File: src/rtl/csr_window_pkg.sv
package csr_window_pkg;

  localparam int CSR_AW  = 21;
  localparam int DEV_W   = 5;
  localparam int REG_W   = 16;
  localparam int VAL_W   = 16;
  localparam int PAGE_W  = 13;
  localparam int ENTRY_W = 8;
  localparam logic [ENTRY_W-1:0] PAGE_ENTRY = 8'hFF;

  typedef struct packed {
    logic              ok;
    logic              page_sel;
    logic [CSR_AW-1:0] csr;
  } dec_t;

  // byte-address to entry-index shift for a given stride
  function automatic int stride_shift(input int stride);
    return (stride == 4) ? 2 : 1;
  endfunction

  function automatic logic [CSR_AW-1:0] csr_join(input logic [PAGE_W-1:0]  page,
                                                 input logic [ENTRY_W-1:0] entry);
    return {page, entry};
  endfunction

  function automatic logic [DEV_W-1:0] csr_dev(input logic [CSR_AW-1:0] a);
    return a[CSR_AW-1:REG_W];
  endfunction

  function automatic logic [REG_W-1:0] csr_reg(input logic [CSR_AW-1:0] a);
    return a[REG_W-1:0];
  endfunction

endpackage

File: src/rtl/csr_window_decode.sv
module csr_window_decode
  import csr_window_pkg::*;
#(
  parameter int PADDR_W = 32,
  parameter bit DIRECT  = 1'b0,
  parameter int STRIDE  = 4
) (
  input  logic [PADDR_W-1:0] paddr,
  input  logic [PAGE_W-1:0]  page,
  output dec_t               dec
);
  localparam int SH = stride_shift(STRIDE);
  localparam logic [63:0] WIN_ENTRIES = DIRECT ? (64'd1 << CSR_AW) : 64'd256;

  logic [PADDR_W-1:0] idx;
  logic [63:0]        idx_wide;
  logic               misaligned;
  logic               out_of_window;

  assign idx           = paddr >> SH;
  assign idx_wide      = 64'(idx);
  assign misaligned    = |paddr[SH-1:0];
  assign out_of_window = idx_wide >= WIN_ENTRIES;
  assign dec.ok        = !misaligned && !out_of_window;

  generate
    if (DIRECT) begin : g_flat
      logic unused_page;
      assign unused_page  = ^page;
      assign dec.page_sel = 1'b0;
      assign dec.csr      = idx[CSR_AW-1:0];
    end else begin : g_window
      assign dec.page_sel = (idx[ENTRY_W-1:0] == PAGE_ENTRY);
      assign dec.csr      = csr_join(page, idx[ENTRY_W-1:0]);
    end
  endgenerate

endmodule

File: src/rtl/csr_window_page.sv
module csr_window_page
  import csr_window_pkg::*;
#(
  parameter bit DIRECT = 1'b0
) (
  input  logic              clk,
  input  logic              rst_n,
  input  logic              wr,
  input  logic [VAL_W-1:0]  wdata,
  output logic [PAGE_W-1:0] page_q
);
  generate
    if (DIRECT) begin : g_none
      logic unused_in;
      assign unused_in = wr ^ (^wdata) ^ clk ^ rst_n;
      assign page_q    = '0;
    end else begin : g_reg
      always_ff @(posedge clk or negedge rst_n) begin
        if (!rst_n)  page_q <= '0;
        else if (wr) page_q <= wdata[PAGE_W-1:0];
      end
    end
  endgenerate

endmodule

File: src/rtl/csr_window_store.sv
module csr_window_store
  import csr_window_pkg::*;
#(
  parameter int IMPL_DEVS = 4,
  parameter int IMPL_REGS = 16
) (
  input  logic              clk,
  input  logic              rst_n,
  input  logic              rd_en,
  input  logic [CSR_AW-1:0] rd_addr,
  input  logic              we,
  input  logic [CSR_AW-1:0] wr_addr,
  input  logic [VAL_W-1:0]  wdata,
  output logic [VAL_W-1:0]  rdata_q
);
  localparam int DEPTH = IMPL_DEVS * IMPL_REGS;
  localparam int IW    = (DEPTH > 1) ? $clog2(DEPTH) : 1;

  function automatic logic backed(input logic [CSR_AW-1:0] a);
    return (32'(csr_dev(a)) < 32'(IMPL_DEVS)) && (32'(csr_reg(a)) < 32'(IMPL_REGS));
  endfunction

  function automatic logic [IW-1:0] slot(input logic [CSR_AW-1:0] a);
    logic [31:0] full;
    full = 32'(csr_dev(a)) * 32'(IMPL_REGS) + 32'(csr_reg(a));
    return full[IW-1:0];
  endfunction

  logic [VAL_W-1:0] mem [DEPTH];
  logic             rd_hit;
  logic             wr_hit;

  assign rd_hit = backed(rd_addr);
  assign wr_hit = we && backed(wr_addr);

  always_ff @(posedge clk or negedge rst_n) begin
    if (!rst_n) begin
      for (int i = 0; i < DEPTH; i++) mem[i] <= '0;
    end else if (wr_hit) begin
      mem[slot(wr_addr)] <= wdata;
    end
  end

  always_ff @(posedge clk or negedge rst_n) begin
    if (!rst_n)     rdata_q <= '0;
    else if (rd_en) rdata_q <= rd_hit ? mem[slot(rd_addr)] : '0;
  end

endmodule

File: src/rtl/csr_window_bridge.sv
module csr_window_bridge
  import csr_window_pkg::*;
#(
  parameter int PADDR_W   = 32,
  parameter bit DIRECT    = 1'b0,
  parameter int STRIDE    = 4,
  parameter int IMPL_DEVS = 4,
  parameter int IMPL_REGS = 16,
  localparam int DW       = 8 * STRIDE
) (
  input  logic               clk,
  input  logic               rst_n,
  input  logic               psel,
  input  logic               penable,
  input  logic               pwrite,
  input  logic [PADDR_W-1:0] paddr,
  input  logic [DW-1:0]      pwdata,
  output logic [DW-1:0]      prdata,
  output logic               pready,
  output logic               pslverr
);
  // named events used by the checker
  logic              setup_phase;
  logic              access_phase;
  logic              page_wr;
  logic              store_we;
  logic              rd_ok;
  logic [PAGE_W-1:0] page_q;
  logic [VAL_W-1:0]  store_q;
  logic [VAL_W-1:0]  wval;
  logic [VAL_W-1:0]  rval;
  dec_t              dec;

  assign setup_phase  = psel && !penable;
  assign access_phase = psel && penable;
  assign wval         = pwdata[VAL_W-1:0];

  csr_window_decode #(.PADDR_W(PADDR_W), .DIRECT(DIRECT), .STRIDE(STRIDE)) u_dec (
    .paddr (paddr),
    .page  (page_q),
    .dec   (dec)
  );

  assign page_wr  = access_phase && pwrite && dec.ok && dec.page_sel;
  assign store_we = access_phase && pwrite && dec.ok && !dec.page_sel;

  csr_window_page #(.DIRECT(DIRECT)) u_page (
    .clk    (clk),
    .rst_n  (rst_n),
    .wr     (page_wr),
    .wdata  (wval),
    .page_q (page_q)
  );

  csr_window_store #(.IMPL_DEVS(IMPL_DEVS), .IMPL_REGS(IMPL_REGS)) u_store (
    .clk     (clk),
    .rst_n   (rst_n),
    .rd_en   (setup_phase),
    .rd_addr (dec.csr),
    .we      (store_we),
    .wr_addr (dec.csr),
    .wdata   (wval),
    .rdata_q (store_q)
  );

  assign rd_ok   = access_phase && !pwrite && dec.ok;
  assign rval    = dec.page_sel ? VAL_W'(page_q) : store_q;
  assign prdata  = rd_ok ? DW'(rval) : '0;
  assign pready  = access_phase;
  assign pslverr = access_phase && !dec.ok;

endmodule

File: config.mk
export PLATFORM = sky130hd
export DESIGN_NAME = csr_window_bridge
export DESIGN_NICKNAME = d
export VERILOG_FILES = /design/src/rtl/csr_window_pkg.sv /design/src/rtl/csr_window_decode.sv /design/src/rtl/csr_window_page.sv /design/src/rtl/csr_window_store.sv /design/src/rtl/csr_window_bridge.sv
export SDC_FILE = /design/constraint.sdc
export NUM_CORES = 2
export LEC_CHECK = 0
export ABC_AREA = 1
export ABC_CLOCK_PERIOD_IN_PS = 3000
export BUFFER_PORTS_ARGS = -buffer_cell sky130_fd_sc_hd__buf_2
export CAP_MARGIN = 25
export CELL_PAD_IN_SITES_DETAIL_PLACEMENT = 1
export CELL_PAD_IN_SITES_GLOBAL_PLACEMENT = 1
export CORE_MARGIN = 3
export CORE_UTILIZATION = 25
export DETAILED_ROUTE_END_ITERATION = 12
export PLACE_DENSITY_LB_ADDON = 0.1
export SKIP_CTS_REPAIR_TIMING = 1
export SLEW_MARGIN = 10
export SYNTH_ARGS = -nofsm -noshare
export SYNTH_HDL_FRONTEND = slang
export SYNTH_HIERARCHICAL = 1
export SYNTH_SLANG_ARGS = --single-unit
File: constraint.sdc
create_clock -name clk -period 3 [get_ports clk]
set_input_delay 0 -clock clk [delete_from_list [all_inputs] [get_ports clk]]
set_output_delay 0 -clock clk [all_outputs]
set_load 0.05 [all_outputs]
=== Word level (Yosys, flattened, before mapping) ===
Cells that the tools add are included.

* Output and inout bits: 34
* Register bits: 1053
* Bits of input ports: 69

* Equality and inequality tests: 1
* Add/sub/neg operators: 1
* Reductions and logical operators: 20
* Bitwise logic cells: 1
* Muxes and demuxes: 9
* Order comparisons: 5

{| class="wikitable"
|+ Operators with widths
! operator !! number
|-
| bitwise mux 1024 bit || 1
|-
| binary-select mux 16 bit (select 6 bit) || 1
|-
| demux 16 bit (select 6 bit) || 1
|-
| 2-to-1 mux 16 bit || 6
|-
| greater-or-equal comparator 30 x 9 -> 1 bit, second input constant || 1
|-
| less-than comparator 16 x 5 -> 1 bit, second input constant || 1
|-
| logical AND 1 bit || 13
|-
| == test 8 bit, second input constant || 1
|-
| greater-or-equal comparator 7 bit, second input constant || 1
|-
| less-than comparator 7 x 1 -> 1 bit, second input constant || 1
|-
| NOT 6 -> 7 bit || 1
|-
| adder 6 bit || 1
|-
| logical NOT 1 bit || 6
|-
| less-than comparator 5 x 3 -> 1 bit, second input constant || 1
|-
| OR reduction 2 bit || 1
|}

=== Longest topological paths before layout ===
* Depth after elaboration: 7
* Mapped depth: 15

=== Cells and area by module ===
The synthesis kept the hierarchy.

{| class="wikitable"
|+ By module, submodules not included
! module !! area each (µm²) !! times used !! cells each
|-
| csr_window_store || 48282.6 || 1 || 5823
|-
| csr_window_bridge || 553.0 || 1 || 117
|-
| csr_window_page || 494.2 || 1 || 55
|-
| csr_window_decode || 257.7 || 1 || 45
|}

=== Least setup slack after synthesis ===
No wires, ideal clock.

* Kind: input port to flip-flop
* Start point: input port paddr[29]
* End point: register u_store/mem[17] (netlist name)
* Setup time: 0.128 ns
* Slack: 0.777 ns
* Data arrival time: 2.095 ns
* Data required time: 2.872 ns
* Path buffers: 1
* Stages on the path: 15
* Path through: nor2_1 nand2_1 nor2_1 nand2_1 nor2_2 nand2_1 nor3_1 nand2_1 nor4_2 nand3b_4 nor2_8 nand2_4 buf_4 nand2_1 o21ai_2

{| class="wikitable"
|+ RTL lines
! element !! RTL line !! text
|-
| from (decl) || csr_window_bridge.sv:16 || <nowiki>input logic [PADDR_W-1:0] paddr,</nowiki>
|-
| to (signal, indexed assignment) || csr_window_store.sv:40 || <nowiki>mem[slot(wr_addr)] <= wdata;</nowiki>
|-
| to (decl) || csr_window_store.sv:29 || <nowiki>logic [VAL_W-1:0] mem [DEPTH];</nowiki>
|}

=== Final worst setup path ===
* Start point: register u_page.page_q[10]
* End point: register u_store.rdata_q[11]

* Cells in the longest elaborated chain, start to end: 3

{| class="wikitable"
|+ RTL lines
! element !! RTL line !! text
|-
| from (decl) || csr_window_page.sv:10 || <nowiki>output logic [PAGE_W-1:0] page_q</nowiki>
|-
| from (signal assigned) || csr_window_page.sv:20 || <nowiki>else if (wr) page_q <= wdata[PAGE_W-1:0];</nowiki>
|-
| less-than comparator 5 x 3 -> 1 bit || csr_window_store.sv:20 || <nowiki>return (32'(csr_dev(a)) < 32'(IMPL_DEVS)) && (32'(csr_reg(a)) < 32'(IMPL_REGS));</nowiki>
|-
| logical AND 1 bit || csr_window_store.sv:20 ||
|-
| 2-to-1 mux 16 bit || csr_window_store.sv:46 || <nowiki>else if (rd_en) rdata_q <= rd_hit ? mem[slot(rd_addr)] : '0;</nowiki>
|-
| to (signal assigned) || csr_window_store.sv:46 ||
|-
| to (decl) || csr_window_store.sv:14 || <nowiki>output logic [VAL_W-1:0] rdata_q</nowiki>
|}

Every way passes these cells.
A chain may end at the register's enable or synchronous reset.

==> out/metrics.yaml <==
power_and_ir_drop:
  power.density_nw_per_um2: 564
  leakage_nw: 26.1
  vdd_drop_max_mv: 0.495
  p_sw_share_pct: 26.0
  internal-power_w: 0.0244
  seqPwrFrac_pct: 43.1
  p_clk_share_pct: 49.6
  p_comb_share_pct: 7.3
  p_switching_w: 0.00859
floorplan:
  core_um2: 196000
  core.rowCount: 162
  start_util_pct: 25.3
  die-area_um2: 204000
  ioPinCount: 103
  die_x_um: 451
  die_h_um: 451
drt:
  drtIter0Drc: 2659
  wl_per_cell_um: 22.2
  drcViolationCount: 0
  viasPerCell: 4.68
  postRouteAntennaNets: 0
  drt-total-wl_mm: 193
  vias: 40865
  dr.pass1.iters: 5
setup_path:
  cp.required_ns: 3.70
  crit_type: "reg -> reg"
  r2r-end: "u_store/rdata_q[11]"
  startpoint_type: "flip-flop"
  setup.worst_path.start: "u_page/page_q[10]"
  r2r-start: "u_page/page_q[10]"
  crit_fanout: 5
  rrSetupSlack_ns: 0.05
  ff2ff_path_depth: 8
  crit_arrival_ns: 3.66
  critPathCaptureType: "flip-flop"
  slowest_delay_ns: 0.60
  slowest_stage: "dlygate4sd3_1"
  path_cells: "nor4_1, nand2_1, dlygate4sd3_1, nor3_1, dlygate4sd3_1, nand2_1, nand2_1, dlygate4sd3_1"
grt:
  grt_max_degree: 96
  antenna_found_initial: 6
  track_usage_pct: 18.9
  grt_pass1_vias: 41794
  grt_overflow_total: 0
  grt_pass1_wl_mm: 290
timing:
  fin_ws_ns: 0.0487
  fin_crit_sh_pct: 98.4
  finClkSkew_ns: 0.0223
  finalHoldViolations: 0
  worst_pin_slew_ns: 0.871
  fmax_ghz: 0.339
  slew-limit-headroom_pct: 41.9
  drv_slew: 0
  setup-violations-final: 0
  post-route-min-period_ns: 2.95
clocking:
  clock-sinks: 1053
  clk_pin_slew_ns: 0.06
  htree_num_levels: 4
  root_buffer: "clkbuf_16"
  clockBufferDepth: 3
  cts_buffers: 138
  clk_latency_ns: 0.77
  cts_tree: "built"
synth:
  ys_top_cells_by_count: "nand2_1, dfrtp_1, nand3_1"
  ys_async_sr_fraction_pct: 100
  synthTopCellsByArea: "dfrtp_1, nand2_1, nand3_1, o21ai_1, o21ai_0"
  synth.most_common_cell: "nand2_1"
  synth.top_cell.area_share_pct: 53.1
  yosys_warnings: 6
  synth_cell_type_count: 34
  synthesis.area_um2: 49600
  ys_seq_elements: 1053
  yosysTopAreaCell: "dfrtp_1"
  synthFlopType: "dfrtp_1"
  synth-edff-count: 0
  synth-seq-area-share_pct: 53.1
  synthCells: 6040
  syn_area_per_cell_um2: 8.21
worst_hold_path:
  holdCritPathClass: "in -> reg"
  worstHoldStart: "psel"
  hold_depth: 7
  min_to: "u_page/page_q[8]"
place:
  numPortBuffers: 70
  hpwlAfterDp_mm: 117
  dp_cells: 8440
  place_ws_ns: -0.0705
  gp_congestion: 0.782
cells_and_area:
  fin_cells: 8725
  num-fill-cells: 22947
  postLayoutCoreUtil_pct: 29.9
  drive_gt1_share_pct: 11.8
  final_nets: 6070
  area_growth_pct: 18.1
flow_run:
  cap_violations: 0
run_status:
  status: "completed"
-- sequential cells by signal (all words and copies together), names as in the netlist --
name             cells
u_store/mem       1024
u_page/page_q       13
u_store/rdata_q     16
-- final cells by class --
type	instances	area, um2	share of cell area [%]
clock inverters	29	265	0.453
multi-input cells	4388	20000	34.2
well taps	2624	3280	5.60
flip-flops and latches	1053	26400	45.0
repair buffers	357	4240	7.24
clock buffers	210	4120	7.04
inverters	61	269	0.459
diodes	3	7.51	0.0128
-- layer usage --
| layer | vias up | routed length, um | share of wire (%) | GRT usage [%] |
|---|---|---|---|---|
| met5 | - | 0 | 0 | 0 |
| met4 | 0 | 4580 | 2.4 | 5.02 |
| met3 | 194 | 5010 | 2.6 | 2.30 |
| met2 | 436 | 89100 | 46 | 30.3 |
| met1 | 20466 | 94700 | 49 | 26.8 |
| li1 | 19769 | - | - | - |
-- critical path, delay by kind of cell, from the launching register on --
kind,cells,cell delay [ns]
buf+inv,3,1.70
simple gates,5,0.74
flops,1,0.45
-- layout by cell type, fill, tap and decap left out, types with 27 or more instances in the layout --
cell	count
buf_4	120
nand2_4	41
dlygate4sd3_1	42
clkbuf_16	144
nand3_1	999
nand2_1	2197
o21ai_2	114
buf_12	124
buf_2	65
clkbuf_1	39
inv_1	36
nor2_1	67
o21ai_0	430
clkbuf_8	27
dfrtp_1	1053
clkinv_2	35
o21ai_1	480
-- power groups by stage --
stage	combinational [W]	clock, W	sequential [W]
final	0.00243	0.0164	0.0142
after global routing	0.00265	0.0176	0.0142
after CTS	0.00248	0.0170	0.0142
after detailed placement	0.00248	0	0.0145
after global placement	0.00248	0	0.0145
after floorplan	0.00103	0	0.0145
-- cell families after synthesis --
family,Yosys count,synth area share [%]
xor+xnor,4,0.0707
other cells,1,0.00756
fa+ha+maj,2,0.0505
compound gates,1024,11.2
buf+inv,614,6.56
flops,1053,53.1
simple gates,3342,29.0
-- worst max-delay path by stage --
stage	endpoint	slack (ns)	depth (start not counted)
CTS	u_store/mem[363]	0.25	8
finish	u_store/rdata_q[11]	0.05	8
global route	u_store/rdata_q[11]	-0.06	8
global placement	u_store/mem[359]	-0.12	17
detailed placement	u_store/mem[363]	-0.07	17
floorplan	u_store/mem[17]	0.78	15
-- per-stage QoR --
| step | setup TNS (ns) | hold slack [ns] | cell area, um2 | power [W] |
|---|---|---|---|---|
| 5_1_grt | -0.0621 | 0.128 | 58600 | 0.0344 |
| 3_3_place_gp | -4.24 | 0.0656 | 53700 | 0.0169 |
| 3_5_place_dp | -2.62 | 0.0635 | 53700 | 0.0170 |
| 4_1_cts | 0 | -0.802 | 58100 | 0.0337 |
| 6_report | 0 | 0.100 | 58600 | 0.0330 |
| 2_1_floorplan | 0 | -0.296 | 49600 | 0.0155 |
Note: power is estimated with default switching activity, not from simulation.
